`src/rtl/sfq_pkg.sv`:
```
package sfq_pkg;

    // Transfers granted at the current edge
    typedef struct packed {
        logic wr_go;
        logic rd_go;
    } sfq_xfer_t;

    // Refused requests at the current edge
    typedef struct packed {
        logic wr_err;
        logic rd_err;
    } sfq_err_t;

endpackage

```
`src/rtl/sfq_ctrl.sv`:
```
module sfq_ctrl
    import sfq_pkg::*;
#(
    parameter int DEPTH = 8,
    localparam int AW = $clog2(DEPTH),
    localparam int CW = AW + 1
) (
    input  logic          clk,
    input  logic          rst_n,
    input  logic          wr_req,
    input  logic          rd_req,
    output sfq_xfer_t     xfer,
    output sfq_err_t      err_nxt,
    output logic [AW-1:0] waddr,
    output logic [AW-1:0] raddr,
    output logic [CW-1:0] level_q,
    output logic [CW-1:0] level_d,
    output logic          full,
    output logic          empty,
    output logic          wr_ack,
    output logic          rd_ack,
    output logic          wr_err,
    output logic          rd_err
);

    typedef struct packed {
        logic [CW-1:0] wptr;
        logic [CW-1:0] rptr;
        logic          wr_ack;
        logic          rd_ack;
        logic          wr_err;
        logic          rd_err;
    } ctrl_st_t;

    ctrl_st_t st_d, st_q;

    always_comb begin
        full  = (st_q.wptr[AW] != st_q.rptr[AW]) &&
                (st_q.wptr[AW-1:0] == st_q.rptr[AW-1:0]);
        empty = (st_q.wptr == st_q.rptr);

        xfer.wr_go     = wr_req && !full;
        xfer.rd_go     = rd_req && !empty;
        err_nxt.wr_err = wr_req && full;
        err_nxt.rd_err = rd_req && empty;

        st_d        = st_q;
        st_d.wptr   = st_q.wptr + {{AW{1'b0}}, xfer.wr_go};
        st_d.rptr   = st_q.rptr + {{AW{1'b0}}, xfer.rd_go};
        st_d.wr_ack = xfer.wr_go;
        st_d.rd_ack = xfer.rd_go;
        st_d.wr_err = err_nxt.wr_err;
        st_d.rd_err = err_nxt.rd_err;

        level_q = st_q.wptr - st_q.rptr;
        level_d = st_d.wptr - st_d.rptr;
        waddr   = st_q.wptr[AW-1:0];
        raddr   = st_q.rptr[AW-1:0];
    end

    always_ff @(posedge clk or negedge rst_n) begin
        if (!rst_n) st_q <= '0;
        else        st_q <= st_d;
    end

    assign wr_ack = st_q.wr_ack;
    assign rd_ack = st_q.rd_ack;
    assign wr_err = st_q.wr_err;
    assign rd_err = st_q.rd_err;

    // refused write raises only the error
    a_r3_full_write_refused: assert property (@(posedge clk) disable iff (!rst_n)
        (full && wr_req) |=> (wr_err && !wr_ack));
    // refused read raises only the error
    a_r4_empty_read_refused: assert property (@(posedge clk) disable iff (!rst_n)
        (empty && rd_req) |=> (rd_err && !rd_ack));
    // refused lone write leaves occupancy alone
    a_r3_level_kept: assert property (@(posedge clk) disable iff (!rst_n)
        (full && wr_req && !rd_req) |=> $stable(level_q));
    // paired transfer in the middle keeps occupancy
    a_r6_pair_level_kept: assert property (@(posedge clk) disable iff (!rst_n)
        (!full && !empty && wr_req && rd_req) |=> ($stable(level_q) && wr_ack && rd_ack));
    // occupancy bounded, flags exclusive
    a_r7_level_bound: assert property (@(posedge clk) disable iff (!rst_n)
        (level_q <= CW'(DEPTH)) && !(full && empty));

endmodule

```
`src/rtl/sfq_store.sv`:
```
module sfq_store #(
    parameter int DATA_W = 8,
    parameter int DEPTH  = 8,
    localparam int AW = $clog2(DEPTH)
) (
    input  logic              clk,
    input  logic              rst_n,
    input  logic              we,
    input  logic [AW-1:0]     waddr,
    input  logic [DATA_W-1:0] wdata,
    input  logic              re,
    input  logic [AW-1:0]     raddr,
    output logic [DATA_W-1:0] rdata
);

    typedef struct packed {
        logic [DEPTH-1:0][DATA_W-1:0] mem;
        logic [DATA_W-1:0]            rdata;
    } store_st_t;

    store_st_t st_d, st_q;

    always_comb begin
        st_d = st_q;
        if (we) st_d.mem[waddr] = wdata;
        if (re) st_d.rdata = st_q.mem[raddr];
    end

    always_ff @(posedge clk or negedge rst_n) begin
        if (!rst_n) st_q <= '0;
        else        st_q <= st_d;
    end

    assign rdata = st_q.rdata;

    // output word only moves on an accepted read
    a_r5_rdata_held: assert property (@(posedge clk) disable iff (!rst_n)
        !re |=> $stable(rdata));

endmodule

```
`src/rtl/sfq_marks.sv`:
```
module sfq_marks
    import sfq_pkg::*;
#(
    parameter int CW = 4
) (
    input  logic          clk,
    input  logic          rst_n,
    input  logic [CW-1:0] level_nxt,
    input  logic [CW-1:0] hi_thr,
    input  logic [CW-1:0] lo_thr,
    input  sfq_err_t      err_nxt,
    output logic          hi_mark,
    output logic          lo_mark,
    output logic          irq
);

    typedef struct packed {
        logic hi;
        logic lo;
        logic irq;
    } marks_st_t;

    marks_st_t st_d, st_q;

    always_comb begin
        st_d     = st_q;
        st_d.hi  = (level_nxt >= hi_thr);
        st_d.lo  = (level_nxt <= lo_thr);
        st_d.irq = err_nxt.wr_err || err_nxt.rd_err || st_d.hi || st_d.lo;
    end

    always_ff @(posedge clk or negedge rst_n) begin
        if (!rst_n) st_q <= '0;
        else        st_q <= st_d;
    end

    assign hi_mark = st_q.hi;
    assign lo_mark = st_q.lo;
    assign irq     = st_q.irq;

    // upper alarm follows the coming occupancy
    a_r8_hi_set: assert property (@(posedge clk) disable iff (!rst_n)
        (level_nxt >= hi_thr) |=> hi_mark);
    a_r8_hi_clr: assert property (@(posedge clk) disable iff (!rst_n)
        (level_nxt < hi_thr) |=> !hi_mark);
    // lower alarm follows the coming occupancy
    a_r9_lo_set: assert property (@(posedge clk) disable iff (!rst_n)
        (level_nxt <= lo_thr) |=> lo_mark);
    // any error or alarm drives the interrupt
    a_r10_irq_err: assert property (@(posedge clk) disable iff (!rst_n)
        (err_nxt.wr_err || err_nxt.rd_err) |=> irq);
    a_r10_irq_marks: assert property (@(posedge clk) disable iff (!rst_n)
        (hi_mark || lo_mark) |-> irq);

endmodule

```
`src/rtl/sync_fifo_flagged.sv`:
```
module sync_fifo_flagged
    import sfq_pkg::*;
#(
    parameter int DATA_W = 8,
    parameter int DEPTH  = 8,
    localparam int AW = $clog2(DEPTH),
    localparam int CW = AW + 1
) (
    input  logic              clk,
    input  logic              rst_n,
    input  logic              wr_en,
    input  logic [DATA_W-1:0] wr_data,
    input  logic              rd_en,
    input  logic [CW-1:0]     hi_thr,
    input  logic [CW-1:0]     lo_thr,
    output logic              wr_ack,
    output logic              wr_err,
    output logic              rd_ack,
    output logic              rd_err,
    output logic [DATA_W-1:0] rd_data,
    output logic              full,
    output logic              empty,
    output logic [CW-1:0]     level,
    output logic              hi_mark,
    output logic              lo_mark,
    output logic              irq
);

    sfq_xfer_t     xfer;
    sfq_err_t      err_nxt;
    logic [AW-1:0] waddr, raddr;
    logic [CW-1:0] level_d;

    sfq_ctrl #(.DEPTH(DEPTH)) ctrl_i (
        .clk     (clk),
        .rst_n   (rst_n),
        .wr_req  (wr_en),
        .rd_req  (rd_en),
        .xfer    (xfer),
        .err_nxt (err_nxt),
        .waddr   (waddr),
        .raddr   (raddr),
        .level_q (level),
        .level_d (level_d),
        .full    (full),
        .empty   (empty),
        .wr_ack  (wr_ack),
        .rd_ack  (rd_ack),
        .wr_err  (wr_err),
        .rd_err  (rd_err)
    );

    sfq_store #(.DATA_W(DATA_W), .DEPTH(DEPTH)) store_i (
        .clk   (clk),
        .rst_n (rst_n),
        .we    (xfer.wr_go),
        .waddr (waddr),
        .wdata (wr_data),
        .re    (xfer.rd_go),
        .raddr (raddr),
        .rdata (rd_data)
    );

    sfq_marks #(.CW(CW)) marks_i (
        .clk       (clk),
        .rst_n     (rst_n),
        .level_nxt (level_d),
        .hi_thr    (hi_thr),
        .lo_thr    (lo_thr),
        .err_nxt   (err_nxt),
        .hi_mark   (hi_mark),
        .lo_mark   (lo_mark),
        .irq       (irq)
    );

endmodule

```
`config.mk`:
```
export PLATFORM = sky130hd
export DESIGN_NAME = sync_fifo_flagged
export DESIGN_NICKNAME = d
export VERILOG_FILES = /design/src/rtl/sfq_pkg.sv /design/src/rtl/sfq_ctrl.sv /design/src/rtl/sfq_store.sv /design/src/rtl/sfq_marks.sv /design/src/rtl/sync_fifo_flagged.sv
export SDC_FILE = /design/constraint.sdc
export NUM_CORES = 1
export LEC_CHECK = 0
export BUFFER_PORTS_ARGS = -buffer_cell sky130_fd_sc_hd__clkbuf_2
export CORE_MARGIN = 2
export CORE_UTILIZATION = 59
export DETAILED_ROUTE_END_ITERATION = 10
export PLACE_DENSITY = 0.9
export RECOVER_POWER = 25
export SYNTH_ARGS = -nofsm -noshare
export SYNTH_HDL_FRONTEND = slang
export SYNTH_SLANG_ARGS = --single-unit
```
`constraint.sdc`:
```
create_clock -name clk -period 6.3 [get_ports clk]
set_clock_uncertainty 0.05 [all_clocks]
set_input_delay 0.63 -clock clk [delete_from_list [all_inputs] [get_ports clk]]
set_output_delay 0.63 -clock clk [all_outputs]
set_load 0.02 [all_outputs]
```
* Yosys cells after proc, flatten, opt, wreduce, memory -nomap -nowiden
Cells that the tools add are included.
Widths: inputs -> output; s select.
** Cells by class
- $lt $le $gt $ge :: 5
- Reduce and logical (&&, ||, !) cells :: 11
- Muxes and demuxes :: 5
- $add $sub $neg :: 4
- Bitwise logic cells :: 0
- Equality and inequality tests :: 3
- Multiply operators :: 0
- Shift operators :: 0
- Divide/modulo/power cells :: 0
** Operators by type and width (count)
- $bwmux 64 :: 1
- $bmux 8 s3 :: 1
- $demux 8 s3 :: 1
- $mux 8 :: 2
- $add 4x1->4 :: 2
- $lt 3x4->1 const B :: 2
- $sub 4x4->4 :: 2
- $logic_and 1x1->1 :: 6
- $eq 4x4->1 :: 1
- $ge 4x4->1 :: 1
- $le 4x4->1 :: 1
- $eq 3x3->1 :: 1
- $ge 3x1->1 const B :: 1
- $logic_or 1x1->1 :: 3
- $logic_not 1->1 :: 2
- $ne 1x1->1 :: 1
** Word-level totals
- Memory bits (read-only) :: 0
- Input port bits :: 20
- Memories :: 0
- Word-level logic and storage cells :: 46
- Output and inout port bits :: 21
- Latch bits :: 0
- Register bits after elaboration :: 87
- Memory bits (writable) :: 0

* Depth between registers and ports, before layout
Gate-level depths: netlist of the first run.
- Depth after elaboration :: 9
- Mapped depth :: 20
- Mapped depth without buffers :: 17

* Modules after synthesis
Synthesis of the first run repeated with hierarchy kept, for this count alone.
** Second synthesis, totals
- Cell total of the unflattened synthesis :: 340
- Area, all modules :: 4426.7 um2
** Modules (own cells, without submodules)
- sfq_store :: sequential area each 1801.7 um2, times used 1, cells each 242, area each 3379.5 um2
- sfq_ctrl :: sequential area each 300.3 um2, times used 1, cells each 68, area each 767.0 um2
- sfq_marks :: sequential area each 75.1 um2, times used 1, cells each 30, area each 280.3 um2

* Worst setup path before layout of the first run
Ideal clock, no wire load.
- Kind :: flip-flop to flip-flop
- Start point :: register ctrl_i.st_q (netlist bit ctrl_i.raddr[1])
- End point :: register marks_i.st_q (netlist bit marks_i.irq)
- Stages on the path, launching flop included :: 20
- Data required time :: 6111 ps
- Buffers on the path :: 3
- Arrival time :: 4656 ps
- Setup slack :: 1456 ps
- Period minus slack after synthesis :: 4844 ps
- Setup time :: 139 ps
- Path through :: dfrtp_1 > clkbuf_1 > clkbuf_1 > inv_1 > ha_1 > nand3_1 > o21ai_1 > clkbuf_1 > inv_1 > ha_1 > ha_1 > inv_1 > ha_1 > a21o_1 > a21oi_1 > xor3_1 > ha_1 > a41oi_1 > o211ai_1 > or4_1
** RTL lines
- start, declared :: RTL line sfq_ctrl.sv:35 : ctrl_st_t st_d, st_q;
- start signal, assigned :: RTL line sfq_ctrl.sv:63 : else st_q <= st_d;
- end signal, assigned :: RTL line sfq_marks.sv:34 : else st_q <= st_d;
- end, declared :: RTL line sfq_marks.sv:23 : marks_st_t st_d, st_q;

==> impl_metrics.yaml, run 1 <==
global_routing:
  grt_pass1_wl_um: 12500
  overflow: 0
  grt_max_degree: 88
  grt_pass1_vias: 2503
  antenna_found_initial: 0
  grt_use_total_pct: 21.9
place:
  place_hpwl_um: 5220
  dp.cells: 418
  gp_congestion: 0.819
  port_buffers: 40
yosys:
  synth.area.top_cells: "dfrtp_1, mux2_2, mux4_2"
  synth_top_area_share_pct: 50.9
  synth_warnings: 0
  ys_async_sr_fraction_pct: 100
  synth.most_common_cell: "dfrtp_1"
  yosys_most_used_dff: "dfrtp_1"
  netlist_instances: 294
  synth_fp_nets: 334
  synth_cell_type_count: 36
  synth_seq_cells: 87
  yosys-top-cells-count: "dfrtp_1, mux2_2, inv_1"
  seq_area_frac_synth_pct: 50.9
  yosys.area.top_type: "dfrtp_1"
  synth_edf_count: 0
  syn_area_sq_um: 4270
  syn-mean-instance-area_sq_um: 14.5
timing:
  rsz0062_at_grt: "false"
  relSlewSlack_pct: -197
  setup_viol: 0
  hold_viol_final: 0
  period_minus_slack_ns: 4.76
  worst_pin_slew_ns: 4.45
  fmax_mhz: 210
  period_share_pct: 75.5
  tns_ns: 0
  drv_slew: 88
cts:
  cts_hold_buf: 0
  cts-resized-gates: 0
  clk_latency_ns: 0.37
  numCtsBuffers: 9
  clock_path_buffers: 2
  root_buffer: "clkbuf_8"
  clock-sinks: 87
  h-tree-depth: 3
  path_clk_slew_ns: 0.09
  post_cts.repair.setup_buffers: 0
  cts_tree: "yes"
min_path:
  holdPathEnd: "store_i.rdata[5]"
  hold_start: "store_i.rdata[5]"
  holdCritPathClass: "flip-flop to flip-flop"
  worstHoldPathCells: 2
die:
  start_util_pct: 59.9
  io_pins: 41
  die_w_um: 89.1
  dieArea_sq_um: 7940
  chipHeight_um: 89.1
  rows: 31
  core_area_sq_um: 7140
critical_path:
  crit_start: "ctrl_i.raddr[1]"
  critPathKind: "flip-flop to flip-flop"
  regToRegSetupSlack_ns: 1.54
  reg2regPathDepth: 17
  startpoint_type: "flip-flop"
  worstReg2RegStart: "ctrl_i.raddr[1]"
  arrival_ns: 4.95
  end_kind: "flip-flop"
  cp.required_ns: 6.49
  critPathMaxFanout: 19
  crit-reg2reg-capture: "marks_i.irq"
routing:
  dr.pass1.iters: 4
  totalWireLength_um: 8000
  ant_nets: 0
  drc: 0
  routed-via-count: 2487
  viasPerCell: 5.73
  wl_per_cell_um: 18.4
  drtIter0Drc: 125
power_and_ir_drop:
  p_leak_uw: 0.00227
  peakVddDrop_v: 0.000260
  p_per_area_nw_per_um2: 648
cells_and_area:
  drive_above_1_share_pct: 43.9
  finish.utilization_pct: 66.1
  area_growth_pct: 10.3
  antenna_cells: 0
  fin_cells: 434
  nets: 370
status:
  violations: "max-capacitance violations, max-slew violations"
  status: "finished with violations"
flow_run:
  cap_violations: 1
## sequential cells by signal, indices dropped and copies added (netlist names)
signal,flops
store_i.rdata,8
ctrl_i.waddr,3
store_i.st_q,64
marks_i.irq,1
ctrl_i.rd_ack,1
ctrl_i.rd_err,1
ctrl_i.wr_ack,1
marks_i.lo_mark,1
ctrl_i.st_q,2
marks_i.hi_mark,1
ctrl_i.wr_err,1
ctrl_i.raddr,3
## cell type report
| cell class | instances | area [sq um] |
|---|---|---|
| Clock buffer | 9 | 124 |
| Clock inverter | 7 | 91.3 |
| Fill cell | 507 | 2420 |
| Inverter | 22 | 82.6 |
| Multi-Input combinational cell | 168 | 1900 |
| Sequential cell | 87 | 2180 |
| Tap cell | 99 | 124 |
| Timing Repair Buffer | 42 | 214 |
## per-stage QoR
step	power, uW	hold WS [ns]	instance area, sq um	setup WS, ns
2_1_floorplan	2270	0.284	4270	1.46
5_1_grt	3300	0.464	4720	1.00
3_5_place_dp	2640	0.420	4500	1.57
6_report	3060	0.436	4720	1.54
3_3_place_gp	2560	0.412	4500	1.67
4_1_cts	3070	0.434	4720	1.56
## worst max path at each step
stage                             to  slack (ns)
finish                   marks_i.irq        1.54
global route        store_i.st_q[60]        1.00
CTS                      marks_i.irq        1.56
detailed placement       marks_i.irq        1.57
global placement         marks_i.irq        1.67
floorplan                marks_i.irq        1.46
## placed cells by master (no fill, tap or decap), drive strengths merged, types with 4 or more instances in the layout
master  synthesis  final
mux4           16     16
a21oi           4      4
xnor2           6      6
or4             4      4
mux2i           8      8
nand2           9      9
mux2           64     64
nand4           4      4
o21ai          11     11
dfrtp          87     87
ha             18     18
nand3           5      5
clkbuf          4     49
inv            22     25
## cells by family after synthesis
kind of cell	count (synthesis)	synth area share (%)
XOR/XNOR	10	2.58
AND/OR/NAND/NOR	31	4.60
buffers and inverters	39	4.54
flip-flops	87	50.9
adder cells (fa/ha/maj)	20	6.21
AO/OA/AOI/OAI	19	2.58
multiplexers	88	28.6
## metal layers
metal  global-route usage (%)  wire, um
met2                     36.3      3990
met3                     4.52       371
met5                        0         0
met4                     9.91       188
met1                     27.9      3460
## power breakdown
| group | switching [uW] | internal, uW |
|---|---|---|
| Sequential | 211 | 841 |
| Clock | 219 | 193 |
| Combinational | 760 | 832 |
| Total | 1190 | 1870 |
## worst max-delay path, stage by stage, from the launching register on
cell      delay [ns]
dfrtp_1         0.91
inv_1           0.10
ha_1            0.34
nand3_1         0.18
o21ai_1         0.16
buf_4           0.20
inv_1           0.08
ha_1            0.20
ha_1            0.34
inv_1           0.06
ha_1            0.27
a21o_1          0.16
a21oi_1         0.18
xor3_1          0.28
ha_1            0.30
a41oi_1         0.20
o211ai_1        0.13
or4_1           0.50
No activity file was read; power rests on OpenSTA's default activity.
==> run 2, diff against run 1 <==
- clock period: 6.3 -> 4.57 ns (I/O delays scaled with it)
==> impl_metrics.yaml, run 2 (same netlist as run 1, synthesis figures left out) <==
global_routing:
  antenna_found_initial: 0
  grt_max_degree: 88
  grt_pass1_vias: 2565
  overflow: 0
  grt_pass1_wl_um: 13500
  grt_use_total_pct: 23.2
timing:
  relSlewSlack_pct: -39.5
  fmax_mhz: 228
  rsz0062_at_grt: "false"
  tns_ns: 0
  setup_viol: 0
  drv_slew: 88
  period_minus_slack_ns: 4.39
  worst_pin_slew_ns: 2.09
  period_share_pct: 96.0
  hold_viol_final: 0
status:
  status: "finished with violations"
  violations: "max-capacitance violations, max-slew violations"
critical_path:
  critPathMaxFanout: 8
  startpoint_type: "flip-flop"
  path_common_cell: "ha_1"
  max_stage_delay_ns: 0.53
  critPathCapture: "marks_i.irq"
  arrival_ns: 4.57
  end_kind: "flip-flop"
  crit-reg2reg-capture: "marks_i.irq"
  cp.required_ns: 4.75
  reg2regPathDepth: 15
  crit_start: "ctrl_i.waddr[0]"
  critical_path.cell_chain: "inv_1 -> ha_1 -> nand3_4 -> o21ai_4 -> inv_2 -> ha_1 -> ha_1 -> ha_1 -> a21o_1 -> a21oi_1 -> xor3_1 -> ha_1 -> a41oi_1 -> o211ai_1 -> or4_1"
  critPathKind: "flip-flop to flip-flop"
  cp_slowest_cell: "or4_1"
  regToRegSetupSlack_ns: 0.18
  worstReg2RegStart: "ctrl_i.waddr[0]"
die:
  die_w_um: 89.1
  chipHeight_um: 89.1
  dieArea_sq_um: 7940
  rows: 31
  io_pins: 41
  start_util_pct: 59.9
  core_area_sq_um: 7140
routing:
  routed-via-count: 2497
  drtIter0Drc: 167
  dr.pass1.iters: 4
  ant_nets: 0
  wl_per_cell_um: 19.4
  totalWireLength_um: 8430
  viasPerCell: 5.74
  drc: 0
cells_and_area:
  top_register: "store_i.st_q"
  largest_reg_flops: 64
  drive_above_1_share_pct: 45.5
  antenna_cells: 0
  nets: 372
  final_cell_mix: "dfrtp_1, mux2_2, clkbuf_2"
  final_common_cell: "dfrtp_1"
  area_growth_pct: 11.7
cts:
  clk_latency_ns: 0.36
  root_buffer: "clkbuf_8"
  clock_path_buffers: 2
  clock-sinks: 87
  path_clk_slew_ns: 0.08
  h-tree-depth: 3
  cts_tree: "yes"
  numCtsBuffers: 9
  post_cts.repair.setup_buffers: 0
place:
  port_buffers: 40
  place_hpwl_um: 5360
  gp_congestion: 0.836
min_path:
  hold_start: "rd_en"
  holdCritPathClass: "input pin to flip-flop"
flow_run:
  cap_violations: 1
## run 2: worst min path at each step
stage,to,depth (start not counted)
floorplan,ctrl_i.raddr[0],0
global placement,store_i.rdata[1],2
detailed placement,store_i.rdata[3],2
CTS,store_i.st_q[17],1
global route,ctrl_i.rd_ack,3
finish,ctrl_i.rd_ack,3
## run 2: area by class of cell
| cell class | instances | area, sq um |
|---|---|---|
| Fill cell | 498 | 2360 |
| Sequential cell | 87 | 2180 |
| Multi-Input combinational cell | 168 | 1940 |
| Timing Repair Buffer | 44 | 230 |
| Clock buffer | 9 | 124 |
| Tap cell | 99 | 124 |
| Clock inverter | 6 | 93.8 |
| Inverter | 22 | 82.6 |
## run 2: per-layer routing
layer	part of all wire, %	track usage [%]	vias up
met5	0	0	-
met4	1.4	8.14	0
met3	3.3	4.89	11
met2	49	37.0	60
met1	46	32.0	1301
li1	-	-	1125
## run 2: timing repair
action / CTS / global route
resized for setup: 1 / 4
endpoints found under the setup margin: 1 / 1
pin swaps: 1 / 0
hold buffers: 0 / 0
endpoints found under the hold margin: 0 / 0
## run 2: critical path: cells and delay by family (launching register included)
family / cells / cell delay, ns
and+or+nand+nor: 2 / 0.67
buffers and inverters: 2 / 0.26
DFF: 1 / 0.44
AOI/OAI and AO/OA: 5 / 0.98
adders and majority gates: 5 / 1.56
xor gates and xnor gates: 1 / 0.27
## run 2: per-stage QoR
step | hold WS (ns) | utilization [%] | cells | setup slack, ns | instance area, sq um
floorplan | 0.111 | - | 294 | 0.00995 | 4280
global placement | 0.410 | 63.4 | 420 | 0.433 | 4520
detailed placement | 0.419 | 63.4 | 420 | 0.232 | 4520
CTS | 0.276 | 66.5 | 435 | 0.0547 | 4750
global route | 0.300 | 66.9 | 435 | 0.00124 | 4770
finish | 0.287 | 66.9 | 435 | 0.185 | 4770
Power of run 2 is not shown: default switching activity piles up to over one toggle a cycle in this logic, so the estimate is an artifact.
